**src/rtl/wsp_pkg.sv**
```systemverilog
package wsp_pkg;

    typedef enum logic [1:0] {
        ST_IDLE     = 2'd0,
        ST_WREN_ARM = 2'd1,
        ST_SR_HOLD  = 2'd2,
        ST_ENGINE   = 2'd3
    } wsp_state_e;

    // Bit positions in the status byte (decoded by the command interface).
    localparam int unsigned SR_WPEN_BIT = 7;
    localparam int unsigned SR_BP_HI    = 3;
    localparam int unsigned SR_BP_LO    = 2;
    localparam int unsigned SR_WEL_BIT  = 1;
    localparam int unsigned SR_RDY_BIT  = 0;

    // Bits a status write may change.
    localparam logic [7:0] SR_WR_MASK = 8'h8C;

    // Block-protect encodings.
    localparam logic [1:0] PROT_NONE    = 2'b00;
    localparam logic [1:0] PROT_QUARTER = 2'b01;
    localparam logic [1:0] PROT_HALF    = 2'b10;
    localparam logic [1:0] PROT_ALL     = 2'b11;

    function automatic logic [7:0] pack_status(input logic [7:0] nv,
                                               input logic       wel,
                                               input logic       rdy);
        logic [7:0] s;
        s = nv & SR_WR_MASK;
        s[SR_WEL_BIT] = wel;
        s[SR_RDY_BIT] = rdy;
        return s;
    endfunction

endpackage

```
**src/rtl/wsp_block_map.sv**
```systemverilog
module wsp_block_map #(
    parameter int unsigned ADDR_W = 11
) (
    input  logic [1:0]        bp_i,
    input  logic [ADDR_W-1:0] addr_i,
    output logic              in_prot_o
);
    import wsp_pkg::*;

    localparam logic [ADDR_W-1:0] QTR_BASE  = ADDR_W'(3) << (ADDR_W - 2);
    localparam logic [ADDR_W-1:0] HALF_BASE = ADDR_W'(1) << (ADDR_W - 1);

    always_comb begin
        unique case (bp_i)
            PROT_NONE:    in_prot_o = 1'b0;
            PROT_QUARTER: in_prot_o = (addr_i >= QTR_BASE);
            PROT_HALF:    in_prot_o = (addr_i >= HALF_BASE);
            PROT_ALL:     in_prot_o = 1'b1;
        endcase
    end

endmodule

```
**src/rtl/wsp_guard.sv**
```systemverilog
module wsp_guard (
    input  logic wel_i,
    input  logic wpen_i,
    input  logic wp_n_i,
    input  logic in_prot_i,
    output logic array_ok_o,
    output logic sr_ok_o
);
    logic pin_lock;

    always_comb begin
        pin_lock   = wpen_i & ~wp_n_i;
        array_ok_o = wel_i & ~in_prot_i;
        sr_ok_o    = wel_i & ~pin_lock;
    end

endmodule

```
**src/rtl/wsp_seq.sv**
```systemverilog
module wsp_seq #(
    parameter logic [7:0] RST_NV = 8'h00
) (
    input  logic       clk,
    input  logic       rst_n,
    input  logic       sel_n_i,
    input  logic       bit_stb_i,
    input  logic       wren_stb_i,
    input  logic       wrdi_stb_i,
    input  logic       wrsr_stb_i,
    input  logic [7:0] wrsr_byte_i,
    input  logic       busy_i,
    input  logic       sr_ok_i,
    output logic       wel_o,
    output logic [7:0] nv_o,
    output logic       commit_o
);
    import wsp_pkg::*;

    wsp_state_e state_q, state_d;
    logic       set_wel, clr_wel, take_byte, do_commit;
    logic [7:0] pend_q;

    // State register.
    always_ff @(posedge clk or negedge rst_n) begin
        if (!rst_n) state_q <= ST_IDLE;
        else        state_q <= state_d;
    end

    // Next state and control strobes.
    always_comb begin
        state_d   = state_q;
        set_wel   = 1'b0;
        clr_wel   = 1'b0;
        take_byte = 1'b0;
        do_commit = 1'b0;
        unique case (state_q)
            ST_IDLE: begin
                if (busy_i) begin
                    state_d = ST_ENGINE;
                end else if (wren_stb_i) begin
                    state_d = ST_WREN_ARM;
                end else if (wrsr_stb_i && sr_ok_i) begin
                    state_d   = ST_SR_HOLD;
                    take_byte = 1'b1;
                end else if (wrdi_stb_i) begin
                    clr_wel = 1'b1;
                end
            end
            ST_WREN_ARM: begin
                if (busy_i) begin
                    state_d = ST_ENGINE;
                end else if (bit_stb_i) begin
                    state_d = ST_IDLE;
                end else if (sel_n_i) begin
                    set_wel = 1'b1;
                    state_d = ST_IDLE;
                end
            end
            ST_SR_HOLD: begin
                if (busy_i) begin
                    state_d = ST_ENGINE;
                end else if (!sr_ok_i) begin
                    state_d = ST_IDLE;
                end else if (sel_n_i) begin
                    do_commit = 1'b1;
                    state_d   = ST_IDLE;
                end
            end
            ST_ENGINE: begin
                if (!busy_i) begin
                    clr_wel = 1'b1;
                    state_d = ST_IDLE;
                end
            end
            default: state_d = ST_IDLE;
        endcase
    end

    // Output and data registers.
    always_ff @(posedge clk or negedge rst_n) begin
        if (!rst_n) begin
            wel_o    <= 1'b0;
            nv_o     <= RST_NV;
            pend_q   <= 8'h00;
            commit_o <= 1'b0;
        end else begin
            commit_o <= do_commit;
            if (take_byte) pend_q <= wrsr_byte_i;
            if (do_commit) nv_o <= (nv_o & ~SR_WR_MASK) | (pend_q & SR_WR_MASK);
            if (set_wel)      wel_o <= 1'b1;
            else if (clr_wel) wel_o <= 1'b0;
        end
    end

endmodule

```
**src/rtl/wsp_status_guard.sv**
```systemverilog
module wsp_status_guard #(
    parameter int unsigned ADDR_W   = 11,
    parameter logic        RST_WPEN = 1'b0,
    parameter logic [1:0]  RST_BP   = 2'b00
) (
    input  logic              clk,
    input  logic              rst_n,
    input  logic              sel_n_i,
    input  logic              bit_stb_i,
    input  logic              wren_stb_i,
    input  logic              wrdi_stb_i,
    input  logic              wrsr_stb_i,
    input  logic [7:0]        wrsr_byte_i,
    input  logic              wp_n_i,
    input  logic              busy_i,
    input  logic [ADDR_W-1:0] wr_addr_i,
    output logic [7:0]        status_o,
    output logic              array_wr_ok_o,
    output logic              sr_wr_ok_o,
    output logic              sr_commit_o
);
    import wsp_pkg::*;

    localparam logic [7:0] RST_NV = {RST_WPEN, 3'b000, RST_BP, 2'b00};

    logic       wel;
    logic [7:0] nv;
    logic       in_prot;
    logic       sr_ok;

    wsp_block_map #(.ADDR_W(ADDR_W)) u_map (
        .bp_i      (nv[SR_BP_HI:SR_BP_LO]),
        .addr_i    (wr_addr_i),
        .in_prot_o (in_prot)
    );

    wsp_guard u_guard (
        .wel_i      (wel),
        .wpen_i     (nv[SR_WPEN_BIT]),
        .wp_n_i     (wp_n_i),
        .in_prot_i  (in_prot),
        .array_ok_o (array_wr_ok_o),
        .sr_ok_o    (sr_ok)
    );

    wsp_seq #(.RST_NV(RST_NV)) u_seq (
        .clk         (clk),
        .rst_n       (rst_n),
        .sel_n_i     (sel_n_i),
        .bit_stb_i   (bit_stb_i),
        .wren_stb_i  (wren_stb_i),
        .wrdi_stb_i  (wrdi_stb_i),
        .wrsr_stb_i  (wrsr_stb_i),
        .wrsr_byte_i (wrsr_byte_i),
        .busy_i      (busy_i),
        .sr_ok_i     (sr_ok),
        .wel_o       (wel),
        .nv_o        (nv),
        .commit_o    (sr_commit_o)
    );

    assign sr_wr_ok_o = sr_ok;
    assign status_o   = pack_status(nv, wel, busy_i);

endmodule

```
**config.mk**
```make
export PLATFORM = sky130hd
export DESIGN_NAME = wsp_status_guard
export DESIGN_NICKNAME = d
export VERILOG_FILES = /design/src/rtl/wsp_pkg.sv /design/src/rtl/wsp_block_map.sv /design/src/rtl/wsp_guard.sv /design/src/rtl/wsp_seq.sv /design/src/rtl/wsp_status_guard.sv
export SDC_FILE = /design/constraint.sdc
export NUM_CORES = 1
export LEC_CHECK = 0
export CAP_MARGIN = 20
export CORE_MARGIN = 2
export CORE_UTILIZATION = 36
export DETAILED_ROUTE_END_ITERATION = 8
export GPL_ROUTABILITY_DRIVEN = 0
export HOLD_SLACK_MARGIN = 0.05
export PLACE_DENSITY = 0.78
export SLEW_MARGIN = 20
export SYNTH_ARGS = -nofsm -noshare
export SYNTH_HDL_FRONTEND = slang
export SYNTH_HIERARCHICAL = 1
export SYNTH_SLANG_ARGS = --single-unit
```
**constraint.sdc**
```tcl
create_clock -name clk -period 1.9 [get_ports clk]
set_input_delay 0.38 -clock clk [delete_from_list [all_inputs] [get_ports clk]]
set_output_delay 0.38 -clock clk [all_outputs]
set_load 0.02 [all_outputs]
```
* Word-level counts from Yosys, hierarchy flattened
Cells that the tools add are included.
** Storage, ports and cells
- Input bits :: 28
- Output and inout bits :: 11
- Register bits :: 20
- Logic and storage cells :: 57
** Cells by class
- Reduce and logical (&&, ||, !) cells :: 5
- Bitwise logic cells :: 7
- Equal/unequal tests :: 8
- Order comparisons :: 2
- Muxes and demuxes :: 30
** Operators with widths (number)
- $ge A11 B11 Y1 const B :: 2
- $mux W1 :: 18
- $mux W2 :: 9
- $eq A2 B2 Y1 const B :: 4
- $or A7 B8 Y8 :: 1
- $pmux W2 S4 :: 1
- $eq A2 B1 Y1 const B :: 2
- $logic_not A2 Y1 :: 2
- $ne A4 B3 Y1 const B :: 1
- $pmux W1 S4 :: 1
- $and A1 B1 Y1 :: 3
- $not A1 Y1 :: 3
- $ne A2 B2 Y1 const B :: 1
- $pmux W1 S2 :: 1
- $reduce_and A2 Y1 :: 1
- $reduce_bool A2 Y1 :: 1
- $logic_and A1 B1 Y1 :: 1

* Logic depth before layout (Yosys ltp)
- Depth after elaboration :: 11
- Depth in mapped cells :: 6
- Gate-level depth less buffers :: 6

* Cells and area by module
Netlist, hierarchy kept.
** By module, submodules not included
- wsp_seq :: times used 1, seq. area each 250.2 µm², cells an instance 52, area each 580.6 µm²
- wsp_status_guard :: times used 1, seq. area each 0.0 µm², cells an instance 6, area each 41.3 µm²
- wsp_guard :: times used 1, seq. area each 0.0 µm², cells an instance 3, area each 17.5 µm²
- wsp_block_map :: times used 1, seq. area each 0.0 µm², cells an instance 3, area each 13.8 µm²

* Worst setup path after synthesis
No wires, ideal clock.
- Path type :: register to register
- Start point :: register u_seq.nv_o[7]
- End point :: register u_seq.pend_q[2]
- Setup slack :: 3 ps
- Path buffers :: 0
- Stages on the path, launching flop included :: 5
- Clock period less this slack :: 1897 ps
- Arrival :: 1772 ps
- Cell sequence :: dfrtp_1 > a21boi_1 > nand2_1 > nor2_1 > mux2_2
** Between the ends
- Word-level cells in the longest chain between the ends :: 8
** Ends and longest elaborated chain
- from (decl) :: line wsp_seq.sv:15 : output logic [7:0] nv_o,
- from (signal assigned) :: line wsp_seq.sv:90 : if (do_commit) nv_o <= (nv_o & ~SR_WR_MASK) | (pend_q & SR_WR_MASK);
- $and A1 B1 Y1 :: line wsp_guard.sv:12 : pin_lock = wpen_i & ~wp_n_i;
- $not A1 Y1 :: line wsp_guard.sv:14 : sr_ok_o = wel_i & ~pin_lock;
- $and A1 B1 Y1 :: line wsp_guard.sv:14
- via sr_wr_ok_o :: line wsp_status_guard.sv:19 : output logic sr_wr_ok_o,
- $logic_and A1 B1 Y1 :: line wsp_seq.sv:43 : end else if (wrsr_stb_i && sr_ok_i) begin
- $mux W1 :: line wsp_seq.sv:43
- $mux W1 :: line wsp_seq.sv:41 : end else if (wren_stb_i) begin
- $mux W1 :: line wsp_seq.sv:39 : if (busy_i) begin
- $mux W1 :: line wsp_seq.sv:37 : unique case (state_q)
- to (signal assigned) :: line wsp_seq.sv:89 : if (take_byte) pend_q <= wrsr_byte_i;
- to (decl) :: line wsp_seq.sv:22 : logic [7:0] pend_q;
The timed path passes the listed nets, and every way through them passes these cells.
A chain may end at the register's enable or synchronous reset.

* Worst setup path in the final report
- Start point :: input port wr_addr_i[10]
- End point :: output port array_wr_ok_o
** Between the ends
- Word-level cells in the longest chain between the ends :: 4
** Ends and longest elaborated chain
- from (decl) :: line wsp_status_guard.sv:16 : input logic [ADDR_W-1:0] wr_addr_i,
- $ge A11 B11 Y1 (on tied branches) :: line wsp_block_map.sv:17, wsp_block_map.sv:16
- $pmux W1 S4 * :: line wsp_block_map.sv:14 : unique case (bp_i)
- via in_prot :: line wsp_status_guard.sv:28 : logic in_prot;
- $not A1 Y1 * :: line wsp_guard.sv:13 : array_ok_o = wel_i & ~in_prot_i;
- $and A1 B1 Y1 * :: line wsp_guard.sv:13
- to (decl) :: line wsp_status_guard.sv:18 : output logic array_wr_ok_o,
Mark *: on every way through the listed nets, which the timed path passes. The rest lies on a longest branch.

==> results.yml <==
critical_path:
  cp_data_required_time_ns: 1.52
  critPathCaptureType: "output pin"
  slowest_stage: "clkdlybuf4s50_1"
  cp_num_buf_inv: 2
  r2r_cells: 5
  crit_start: "wr_addr_i[10]"
  cp_cell_sequence: "clkdlybuf4s50_1 -> o21ai_1 -> nand2_1 -> nor2b_1 -> dlygate4sd2_1"
  worstSetupStartpointType: "input port"
  critical_path_class: "input port to output pin"
  rr_endpoint: "u_seq/pend_q[2]"
  crit_fanout: 2
  reg2reg_slack_ns: 0.17
  critPathArrivalTime_ns: 1.40
  r2r-start: "u_seq/state_q[0]"
  cp_top_family: "buffers and inverters"
  cp_slowest_stage_delay_ns: 0.42
clock_tree:
  cts-root-buf: "clkbuf_4"
  cts_sinks: 10
  worstSkewPairLatency_ns: 0.27
  cts_tree: "done"
  clk_pin_slew_ns: 0.07
  cts_made_buffers: 3
  postCtsSetupRepairBufs: 0
  clock_path_buffers: 2
  htreeDepth: 1
  cts.hold.buffers_added: 0
global_route:
  grt_pass1_vias: 499
  grt_max_degree: 11
  grt.overflow.total: 0
  grtUsageTotal_pct: 14.5
  grt_pass1_wl_um: 2100
  antenna_found_initial: 0
routing:
  routed_wl_um: 1190
  vias_per_cell: 5.13
  ant_nets: 0
  dr.pass1.iters: 3
  vias: 503
  route.detailed.drc: 0
  wire_per_inst_um: 12.1
  drtIter0Drc: 8
power:
  pwr-share-comb_pct: 50.1
  p_leak_nw: 0.418
  swShare_pct: 37.0
  ir_drop_uv: 544
  pwr-share-clk_pct: 17.0
  pwr_density_cell_nw_per_um2: 1330
  p_sw_mw: 0.425
  p_int_mw: 0.724
  seqPwrFrac_pct: 32.8
  total_power_mw: 1.15
die:
  die_y_um: 45.2
  initial_core_util_pct: 39.7
  row_count: 14
  dieArea_um2: 2050
  die_x_um: 45.2
  core_area_um2: 1540
  io_pins: 39
run_status:
  status: "complete, no violations"
cells_and_area:
  stdcell_area_um2: 862
  drive_gt1_share_pct: 20.7
  fin_nets: 116
  final_cells: 98
  fin_util_pct: 55.9
  area_growth_pct: 40.9
  nFillCells: 136
  diodes: 0
timing:
  max_freq_mhz: 562
  post-route-min-period_ns: 1.78
  post-route-period-util_pct: 93.7
  fin_ws_ns: 0.119
  hold_ws_ns: 0.409
  setup_viol: 0
  hold_viol: 0
  tns_ns: 0
  drv_slew: 0
  skew_ns: 0.00621
  rsz0062_at_grt: "no"
yosys:
  synth_cells: 58
  synth_warnings: 6
  synth_area_um2: 612
  avgSynthCellArea_um2: 10.5
placed_design:
  dpl-instance-area_um2: 827
  port_buffers: 21
  place_ws_ns: -0.195
  place_inst: 94
  place_hpwl_um: 989
job:
  max-cap-violations: 0
min_path:
  min_path_type: "input port to asynchronous set/reset pin"
-- placed cells by master, fill, tap and decap left out --
master	count
o311ai_1	1
inv_1	4
nor2_1	1
nand3_1	2
o21ai_1	1
ha_1	5
dlygate4sd2_1	3
or3b_4	1
nor2_2	1
o21ai_0	1
dfrtp_1	10
nand2b_1	1
or2_2	1
nand2_1	4
clkbuf_4	3
conb_1	3
a32o_1	1
a21boi_1	1
clkdlybuf4s50_1	18
buf_4	2
mux2_2	6
a21oi_1	1
nor3_1	2
nand2b_4	1
a22o_1	2
a21oi_2	1
clkbuf_8	1
nor2b_1	2
nand3b_1	1
and2b_1	1
-- state kept, by name (all words and copies together), names as in the netlist --
signal / count
u_seq/commit_o: 1
u_seq/nv_o: 3
u_seq/pend_q: 3
u_seq/state_q: 2
u_seq/wel_o: 1
-- worst register-to-register path, stage by stage (launching register included) --
cell and delay (ns):
dfrtp_1 0.42, inv_1 0.12, ha_1 0.16, or3b_4 0.40
nor2_2 0.17, mux2_2 0.35
-- routing by layer --
layer | vias up | part of all wire, % | track usage (%)
li1 | 239 | - | -
met1 | 239 | 44 | 16.8
met2 | 23 | 46 | 25.4
met3 | 2 | 7.8 | 2.80
met4 | 0 | 1.8 | 7.06
met5 | - | 0 | 0
-- area by class of cell --
class / instances / area (um^2) / area share (%)
well taps: 16 / 20.0 / 2.32
flip-flops and latches: 10 / 250 / 29.0
clock buffers: 4 / 36.3 / 4.21
repair buffers: 23 / 221 / 25.7
multi-input cells: 41 / 319 / 37.0
inverters: 4 / 15.0 / 1.74
-- worst max path at each step --
stage / to / slack [ns] / cells after the start
CTS: u_seq/pend_q[2] / 0.09 / 5
finish: array_wr_ok_o / 0.12 / 5
detailed placement: u_seq/pend_q[2] / -0.20 / 4
floorplan: u_seq/pend_q[2] / 0.003 / 4
global placement: u_seq/pend_q[3] / -0.18 / 4
global route: array_wr_ok_o / 0.05 / 5
-- power groups by stage --
stage	Combinational (mW)	Sequential, mW	Clock, mW
after floorplan	0.346	0.403	0
after global placement	0.574	0.378	0
after detailed placement	0.591	0.384	0
after CTS	0.576	0.380	0.203
after global routing	0.630	0.395	0.209
final	0.576	0.377	0.196
-- repair_timing --
action | 4_1_cts | 5_1_grt
gates cloned | 0 | 0
endpoints found under the setup margin | 3 | 4
resized for setup | 3 | 2
(Power assumes the default switching activity.)
